File: config.mk
export PLATFORM = sky130hd
export DESIGN_NAME = wg_dispatch
export DESIGN_NICKNAME = d
export VERILOG_FILES = /design/src/rtl/wgd_pkg.sv /design/src/rtl/wgd_probe_ptr.sv /design/src/rtl/wgd_id_gen.sv /design/src/rtl/wg_dispatch.sv
export SDC_FILE = /design/constraint.sdc
export NUM_CORES = 1
export LEC_CHECK = 0
export CORE_MARGIN = 5
export CORE_UTILIZATION = 60
export CTS_CLUSTER_SIZE = 16
export DETAILED_ROUTE_END_ITERATION = 12
export DONT_BUFFER_PORTS = 1
export GPL_TIMING_DRIVEN = 1
export PLACE_DENSITY = 0.72
export SLEW_MARGIN = 20
export SYNTH_ARGS = -nofsm -noshare
export SYNTH_HDL_FRONTEND = slang
export SYNTH_HIERARCHICAL = 1
export SYNTH_SLANG_ARGS = --single-unit
File: constraint.sdc
create_clock -name clk -period 8 [get_ports clk]
set_input_delay 0.4 -clock clk [delete_from_list [all_inputs] [get_ports clk]]
set_output_delay 0.4 -clock clk [all_outputs]
set_load 0.02 [all_outputs]
File: src/rtl/wgd_pkg.sv
package wgd_pkg;

    typedef enum logic [1:0] {
        ST_IDLE   = 2'd0,
        ST_PROBE  = 2'd1,
        ST_FINISH = 2'd2
    } wgd_state_e;

    function automatic int unsigned idx_width(input int unsigned n);
        return (n > 1) ? $clog2(n) : 1;
    endfunction

endpackage

File: src/rtl/wgd_probe_ptr.sv
module wgd_probe_ptr #(
    parameter int NUM_CU = 4,
    parameter int CU_W   = wgd_pkg::idx_width(NUM_CU)
) (
    input  logic            clk,
    input  logic            rst_n,
    input  logic            step,
    output logic [CU_W-1:0] ptr,
    output logic            last_probe
);
    localparam int CNT_W = wgd_pkg::idx_width(NUM_CU);
    localparam logic [CU_W-1:0]  PTR_MAX = CU_W'(NUM_CU - 1);
    localparam logic [CNT_W-1:0] CNT_MAX = CNT_W'(NUM_CU - 1);

    logic [CNT_W-1:0] cnt_q;

    assign last_probe = (cnt_q == CNT_MAX);

    // pointer persists across scans; counter only lives inside one scan
    always_ff @(posedge clk or negedge rst_n) begin
        if (!rst_n) begin
            ptr   <= '0;
            cnt_q <= '0;
        end else if (step) begin
            ptr   <= (ptr == PTR_MAX) ? '0 : ptr + 1'b1;
            cnt_q <= last_probe ? '0 : cnt_q + 1'b1;
        end else begin
            cnt_q <= '0;
        end
    end

endmodule

File: src/rtl/wgd_id_gen.sv
module wgd_id_gen #(
    parameter int DIM_W = 8,
    parameter int GID_W = 16
) (
    input  logic             clk,
    input  logic             rst_n,
    input  logic             load,
    input  logic             advance,
    input  logic [DIM_W-1:0] grid_x,
    input  logic [DIM_W-1:0] grid_y,
    input  logic [DIM_W-1:0] grid_z,
    input  logic [DIM_W-1:0] wg_x,
    input  logic [DIM_W-1:0] wg_y,
    input  logic [DIM_W-1:0] wg_z,
    output logic [DIM_W-1:0] id_x,
    output logic [DIM_W-1:0] id_y,
    output logic [DIM_W-1:0] id_z,
    output logic [GID_W-1:0] gid,
    output logic             remain,
    output logic             last_wg
);
    localparam int NDIM   = 3;
    localparam int PROD_W = 2 * DIM_W + 1;

    logic [DIM_W-1:0] grid_q [NDIM];
    logic [DIM_W-1:0] wg_q   [NDIM];
    logic [DIM_W-1:0] idx_q  [NDIM];
    logic [NDIM-1:0]  wrap;

    // wrap[d]: the next index in dimension d would step past the grid edge
    generate
        for (genvar d = 0; d < NDIM; d++) begin : g_dim
            assign wrap[d] = ((PROD_W'(idx_q[d]) + PROD_W'(1)) * PROD_W'(wg_q[d]))
                             >= PROD_W'(grid_q[d]);
        end
    endgenerate

    assign last_wg = &wrap;
    assign id_x    = idx_q[0];
    assign id_y    = idx_q[1];
    assign id_z    = idx_q[2];

    always_ff @(posedge clk or negedge rst_n) begin
        if (!rst_n) begin
            for (int d = 0; d < NDIM; d++) begin
                grid_q[d] <= '0;
                wg_q[d]   <= '0;
                idx_q[d]  <= '0;
            end
            gid    <= '0;
            remain <= 1'b0;
        end else if (load) begin
            grid_q[0] <= grid_x;
            grid_q[1] <= grid_y;
            grid_q[2] <= grid_z;
            wg_q[0]   <= wg_x;
            wg_q[1]   <= wg_y;
            wg_q[2]   <= wg_z;
            for (int d = 0; d < NDIM; d++) idx_q[d] <= '0;
            gid    <= '0;
            remain <= 1'b1;
        end else if (advance && remain) begin
            gid <= gid + 1'b1;
            if (!wrap[0]) begin
                idx_q[0] <= idx_q[0] + 1'b1;
            end else begin
                idx_q[0] <= '0;
                if (!wrap[1]) begin
                    idx_q[1] <= idx_q[1] + 1'b1;
                end else begin
                    idx_q[1] <= '0;
                    idx_q[2] <= idx_q[2] + 1'b1;
                    if (wrap[2]) remain <= 1'b0;
                end
            end
        end
    end

endmodule

File: src/rtl/wg_dispatch.sv
module wg_dispatch #(
    parameter int NUM_CU = 4,
    parameter int DIM_W  = 8,
    parameter int GID_W  = 16,
    parameter int CU_W   = wgd_pkg::idx_width(NUM_CU)
) (
    input  logic              clk,
    input  logic              rst_n,
    input  logic              kern_load,
    input  logic [DIM_W-1:0]  grid_x,
    input  logic [DIM_W-1:0]  grid_y,
    input  logic [DIM_W-1:0]  grid_z,
    input  logic [DIM_W-1:0]  wg_x,
    input  logic [DIM_W-1:0]  wg_y,
    input  logic [DIM_W-1:0]  wg_z,
    input  logic              scan_go,
    input  logic [NUM_CU-1:0] cu_ready,
    output logic              start_valid,
    output logic [CU_W-1:0]   start_cu,
    output logic [DIM_W-1:0]  start_id_x,
    output logic [DIM_W-1:0]  start_id_y,
    output logic [DIM_W-1:0]  start_id_z,
    output logic [GID_W-1:0]  start_gid,
    output logic              scan_done,
    output logic              scan_any,
    output logic              grid_left,
    output logic              busy
);
    import wgd_pkg::*;

    wgd_state_e       state_q, state_d;
    logic [CU_W-1:0]  ptr;
    logic             last_probe;
    logic             hit;
    logic             last_wg;
    logic             load_ok;
    logic             go_ok;
    logic [DIM_W-1:0] cur_x, cur_y, cur_z;
    logic [GID_W-1:0] cur_gid;

    assign load_ok = (state_q == ST_IDLE) && kern_load;
    assign go_ok   = (state_q == ST_IDLE) && !kern_load && scan_go;
    assign hit     = (state_q == ST_PROBE) && grid_left && cu_ready[ptr];
    assign busy    = (state_q != ST_IDLE);

    wgd_probe_ptr #(
        .NUM_CU (NUM_CU),
        .CU_W   (CU_W)
    ) u_ptr (
        .clk        (clk),
        .rst_n      (rst_n),
        .step       (state_q == ST_PROBE),
        .ptr        (ptr),
        .last_probe (last_probe)
    );

    wgd_id_gen #(
        .DIM_W (DIM_W),
        .GID_W (GID_W)
    ) u_ids (
        .clk     (clk),
        .rst_n   (rst_n),
        .load    (load_ok),
        .advance (hit),
        .grid_x  (grid_x),
        .grid_y  (grid_y),
        .grid_z  (grid_z),
        .wg_x    (wg_x),
        .wg_y    (wg_y),
        .wg_z    (wg_z),
        .id_x    (cur_x),
        .id_y    (cur_y),
        .id_z    (cur_z),
        .gid     (cur_gid),
        .remain  (grid_left),
        .last_wg (last_wg)
    );

    // next-state logic: LOAD, GO, SWEEP_END, EXHAUST, RETIRE
    always_comb begin
        state_d = state_q;
        unique case (state_q)
            ST_IDLE:   if (go_ok) state_d = ST_PROBE;
            ST_PROBE:  if ((hit && last_wg) || last_probe) state_d = ST_FINISH;
            ST_FINISH: state_d = ST_IDLE;
            default:   state_d = ST_IDLE;
        endcase
    end

    always_ff @(posedge clk or negedge rst_n) begin
        if (!rst_n) state_q <= ST_IDLE;
        else        state_q <= state_d;
    end

    // registered outputs
    always_ff @(posedge clk or negedge rst_n) begin
        if (!rst_n) begin
            start_valid <= 1'b0;
            start_cu    <= '0;
            start_id_x  <= '0;
            start_id_y  <= '0;
            start_id_z  <= '0;
            start_gid   <= '0;
            scan_done   <= 1'b0;
            scan_any    <= 1'b0;
        end else begin
            start_valid <= hit;
            scan_done   <= (state_q == ST_FINISH);
            if (hit) begin
                start_cu   <= ptr;
                start_id_x <= cur_x;
                start_id_y <= cur_y;
                start_id_z <= cur_z;
                start_gid  <= cur_gid;
            end
            if (go_ok)    scan_any <= 1'b0;
            else if (hit) scan_any <= 1'b1;
        end
    end

endmodule

Word level (Yosys, flattened, before mapping):

Cells that the tools add are included.

* input port bits: 56
* output and inout bits: 47
* word-level logic and storage cells: 88
* bits in registers: 140

* reductions and logical operators: 21
* multipliers: 3
* $lt $le $gt $ge: 4
* mux-type cells: 23
* add/sub/neg operators: 9
* equal/unequal tests: 6

Operator list (number)
* 17-bit by 8-bit >= comparator with 1-bit output: 3
* 17-bit by 8-bit multiplier with 17-bit output: 3
* 16-bit 2-to-1 mux: 3
* 24-bit 2-to-1 mux: 2
* 8-bit by 1-bit adder with 9-bit output (second input constant): 3
* 8-bit by 1-bit adder with 8-bit output (second input constant): 3
* 8-bit 2-to-1 mux: 3
* 16-bit by 1-bit adder with 16-bit output (second input constant): 1
* 2-bit nonzero test: 6
* 2-bit 2-to-1 mux: 5
* 1-bit 2-to-1 mux: 8
* 1-bit logical AND: 7
* 2-bit equality test (second input constant): 3
* 3-bit AND reduction: 2
* 2-bit by 1-bit adder with 2-bit output (second input constant): 2
* 2-bit != test (second input constant): 2
* 2-bit case mux with 2 select lines: 1
* 2-bit AND reduction: 2
* 4-bit AND reduction: 1
* 2-bit by 3-bit less-than comparator with 1-bit output (second input constant): 1
* 1-bit binary-select mux with 2-bit select: 1
* 2-bit by 1-bit equality test with 1-bit output (second input constant): 1
* 2-bit zero test: 1
* 1-bit zero test: 1
* 1-bit logical OR: 1

Longest topological paths before layout:

* word-level depth: 8
* depth in mapped cells: 28
* mapped depth without buffers: 27

Hierarchy:

Netlist, hierarchy kept.

By module, submodules not included
* wgd_id_gen: sequential area each 2227.1 um2, area each 11930.2 um2, cells an instance 1288, times used 1
* wg_dispatch: sequential area each 1176.1 um2, area each 1993.2 um2, cells an instance 114, times used 1
* wgd_probe_ptr: sequential area each 100.1 um2, area each 166.4 um2, cells an instance 11, times used 1

Worst setup path before layout:

OpenSTA, ideal clock, no wires.

* kind: reg2reg
* from: reg u_ids.idx_q (netlist bit u_ids/id_y[0])
* to: reg state_q[0]
* period minus slack after synthesis: 6.695 ns
* path slack: 1.305 ns
* path buffers: 1
* setup time: 0.110 ns
* data arrival time: 6.585 ns
* data required time: 7.890 ns
* cell stages (with the launch flop): 28
* cell sequence: dfrtp_1 > ha_1 > nand3_1 > xor2_1 > nand2b_1 > fa_1 > fa_1 > inv_1 > fa_1 > inv_1 > fa_1 > inv_1 > ha_1 > o21ai_0 > nor2_1 > nor2_1 > ha_1 > or4_1 > nor4b_2 > nand4_1 > or4_4 > or3_4 > buf_6 > nand2_1 > nor2_1 > nand3_1 > o22ai_1 > o41ai_1

* longest elaborated chain between the ends: 8

Ends and longest elaborated chain
* start, declared: RTL line wgd_id_gen.sv:27 `logic [DIM_W-1:0] idx_q [NDIM];`
* 8-bit by 1-bit adder with 9-bit output: RTL line wgd_id_gen.sv:33 `assign wrap[d] = ((PROD_W'(idx_q[d]) + PROD_W'(1)) * PROD_W'(wg_q[d]))`
* 17-bit by 8-bit multiplier with 17-bit output: RTL line wgd_id_gen.sv:33
* 17-bit by 8-bit >= comparator with 1-bit output: RTL line wgd_id_gen.sv:34 `>= PROD_W'(grid_q[d]);`
* 3-bit AND reduction: RTL line wgd_id_gen.sv:38 `assign last_wg = &wrap;`
* via last_wg: RTL line wg_dispatch.sv:35 `logic last_wg;`
* 1-bit logical AND: RTL line wg_dispatch.sv:84 `ST_PROBE: if ((hit && last_wg) || last_probe) state_d = ST_FINISH;`
* 1-bit logical OR: RTL line wg_dispatch.sv:84
* 2-bit != test (no line)
* 2-bit AND reduction (no line)
* end signal, assigned: RTL line wg_dispatch.sv:92 `else state_q <= state_d;`
* end, declared: RTL line wg_dispatch.sv:31 `wgd_state_e state_q, state_d;`

The timed path passes the listed nets, and every way through them passes these cells.
A chain may end at the register's enable or synchronous reset.

Worst setup path after layout:

Same ends and word-level chain as after synthesis.

==> impl_results.md <==
* Status: complete, no violations
* Die Span Y at 163.2 um
* WP data arrival at 7660 ps
* Total GRT Usage at 22.43%
* EDFF count, synth at 0
* Share of layout cells above drive strength 1 at 9.916%
* Vias in the first global route at 10,150
* HPWL reported at the end of detailed placement at 22.01 mm
* Root Driver: clkbuf_16
* Worst path bufs/invs at 3
* Mapped Area at 14,090 um^2
* Crit-path most repeated cell: fa_1
* DR pass1 iterations at 4
* Period utilisation layout at 91.67%
* Peak supply drop at 0.1852 mV
* Final hold vios at 0
* H-tree levels at 4
* CP Max Fanout at 14
* Skew-Pair Late Insertion Delay at 430 ps
* Ys flop type: dfrtp_1
* Pwr/cell area at 275.4 nW/um^2
* Crit path launch type: flip-flop
* # Post-CTS Setup Buffers at 0
* Max_cap viols at 0
* Iter 0 DRT Violations at 577
* CP Class: flip-flop to flip-flop
* Synth cell types at 86
* Crit path max-delay family: adder cells
* Synthesized flop and latch total at 140
* Cell count after synthesis at 1,413
* FP Rows at 56
* Final worst hold slack at 88.35 ps
* Final Skew at 11.92 ps
* Rel. slew slack at 38.17%
* Die X at 163.2 um
* CP max-delay cell: dfrtp_1
* I/O Buffers at 0
* Worst EP required at 8320 ps
* Max-slew violation count at 0
* Initial antenna violation count at 0
* TritonCTS Sinks at 140
* Final Util at 64.40%
* Net Count, Synth at 1,736
* Leakage at 7.553 nW
* Clock-pin slew on the worst setup and hold paths at 70 ps
* WL final at 28.56 mm
* Largest net degree at the start of global routing at 141
* TNS Setup at 0 ps
* CP endpoint kind: flip-flop
* Remaining DRCs at 0
* Routability Congestion at 0.8504
* Async set or reset register ratio after synthesis at 100.0%
* Inserted Clock Buffers at 17
* Syn avg cell area at 9.972 um^2
* Nets at 1,732
* Diodes inserted at 0
* First-pass GRT wire length at 48.92 mm
* Boundary Pins at 103
* Seq/Total Area, Yosys at 24.86%
* Worst-case clock buffer depth at 2
* Final ANT Viol Nets at 0
* Final Setup Violations at 0
* Slew @ Worst Pin at 927.5 ps
* Die area at 26,650 um^2
* Average wire per cell in the routed design at 16.40 um
* Fin crit period at 7334 ps
* Vias at 9,809
* Area Growth Syn to Fin at 6.643%
* Fmax at 136.4 MHz
* Core ar. at 23,330 um^2
* Type of the most critical hold path: input pin to flip-flop
* Syn. warnings at 6
* RSZ-0062 raised after global routing: false
* Initial Util at 60.39%
* Via/cell ratio at 5.634
* Slowest cell delay on critical path at 610 ps
* CTS tree: done
* Total global routing overflow at 0
[where the power goes]
group	switching, mW	internal, mW	total (mW)
Clock	0.380	0.427	0.807
Combinational	1.18	0.974	2.15
Sequential	0.299	0.882	1.18
[final cells by class]
cell class                      instances  area, um^2
Sequential cell                       140        3503
Clock inverter                         15       186.4
Multi-Input combinational cell       1042        9663
Inverter                              196       735.7
Fill cell                            1897        8307
Tap cell                              319       399.1
Clock buffer                           17       425.4
Timing Repair Buffer                   12       112.6
[state kept, by name, summed over array words and instances (netlist names), 2 cells and up]
register      flops
u_ids/id_y        8
start_cu          2
start_id_z        8
u_ids/id_x        8
start_gid        16
u_ptr/cnt_q       2
start_id_x        8
u_ids/wg_q       24
u_ids/gid        16
u_ids/id_z        8
state_q           2
u_ids/grid_q     24
u_ptr/ptr         2
start_id_y        8
[cell usage in the layout, fill, tap and decap left out, drive strengths merged, types with 7 or more instances in the layout]
cell	netlist	layout
nand4	9	9
nand3b	7	7
a211oi	14	14
and2	70	70
xor2	26	26
nor2b	131	131
buf	9	11
nand2	72	72
xnor2	21	21
inv	196	204
nor2	61	61
nand3	33	33
dfrtp	140	140
nand2b	31	31
nor3b	7	7
fa	126	126
and3	12	12
clkbuf	26	17
o21a	9	9
a21o	11	11
ha	141	141
o21ai	49	49
clkinv	0	7
mux2	74	74
a21oi	33	33
[per-stage QoR]
stage | std cells | instance area, um^2 | total power, mW | setup slack [ps]
3_3_place_gp | 1707 | 14380 | 3.269 | 799.5
5_1_grt | 1741 | 15030 | 4.529 | 81.37
2_1_floorplan | 1413 | 14090 | 2.844 | 1305
6_report | 1741 | 15030 | 4.137 | 666.2
4_1_cts | 1741 | 15030 | 4.178 | 659.3
3_5_place_dp | 1707 | 14380 | 3.328 | 712.4
[layer usage]
layer  share of wire [%]  GRT usage [%]  vias up
li1                    -              -     4685
met1                  45          30.14     4902
met2                  48          37.06      186
met3                 4.9          4.794       36
met4                 2.0          6.291        0
met5                   0              0        -
[cell usage after synthesis (all sizes together), types with 6 or more instances]
cell type / count / area (um^2)
mux2: 74 / 975.9
a21o: 11 / 82.58
nand3: 33 / 170.2
xnor2: 21 / 183.9
fa: 126 / 2522
o21a: 9 / 67.56
o21ai: 49 / 245.2
nor2b: 131 / 819.5
buf: 9 / 76.32
inv: 196 / 735.7
nor2: 61 / 229.0
mux2i: 6 / 60.06
nand2: 72 / 270.3
a211oi: 14 / 105.1
nand2b: 31 / 193.9
nor3: 6 / 30.03
nand4: 9 / 56.30
ha: 141 / 1764
clkbuf: 26 / 118.9
and3: 12 / 75.07
a21oi: 33 / 165.2
and2: 70 / 441.7
dfrtp: 140 / 3503
nor3b: 7 / 52.55
nand3b: 7 / 65.06
xor2: 26 / 227.7
[final timing paths]
kind                       slack (ps)         endpoint  cells past startpoint            from
max                               670       state_q[0]                     25   u_ids/id_y[0]
min                                90  u_ids/grid_q[6]                      2       grid_z[6]
max reg2reg                       670       state_q[0]                     25   u_ids/id_y[0]
min reg2reg                       450   u_ptr/cnt_q[0]                      1  u_ptr/cnt_q[0]
max in group asynchronous        6830   u_ids/wg_q[13]                      2           rst_n
min in group asynchronous         570     start_gid[5]                      2           rst_n
[cells by family (layout without fill, tap and decap cells)]
kind of cell             count (synthesis)  in the layout  share of synthesized area [%]
AND/OR/NAND/NOR                        464            464                          18.52
adder cells (fa/ha/maj)                267            267                          30.42
buffers and inverters                  231            240                          6.607
AO/OA/AOI/OAI                          184            184                          9.315
flip-flops                             140            140                          24.86
multiplexers                            80             80                          7.353
XOR/XNOR                                47             47                          2.922
[repair_timing]
item / 4_1_cts / 5_1_grt
gates resized for setup: 0 / 0
hold buffers: 2 / 0
hold endpoints to repair: 140 / 0
(Power assumes the default switching activity.)
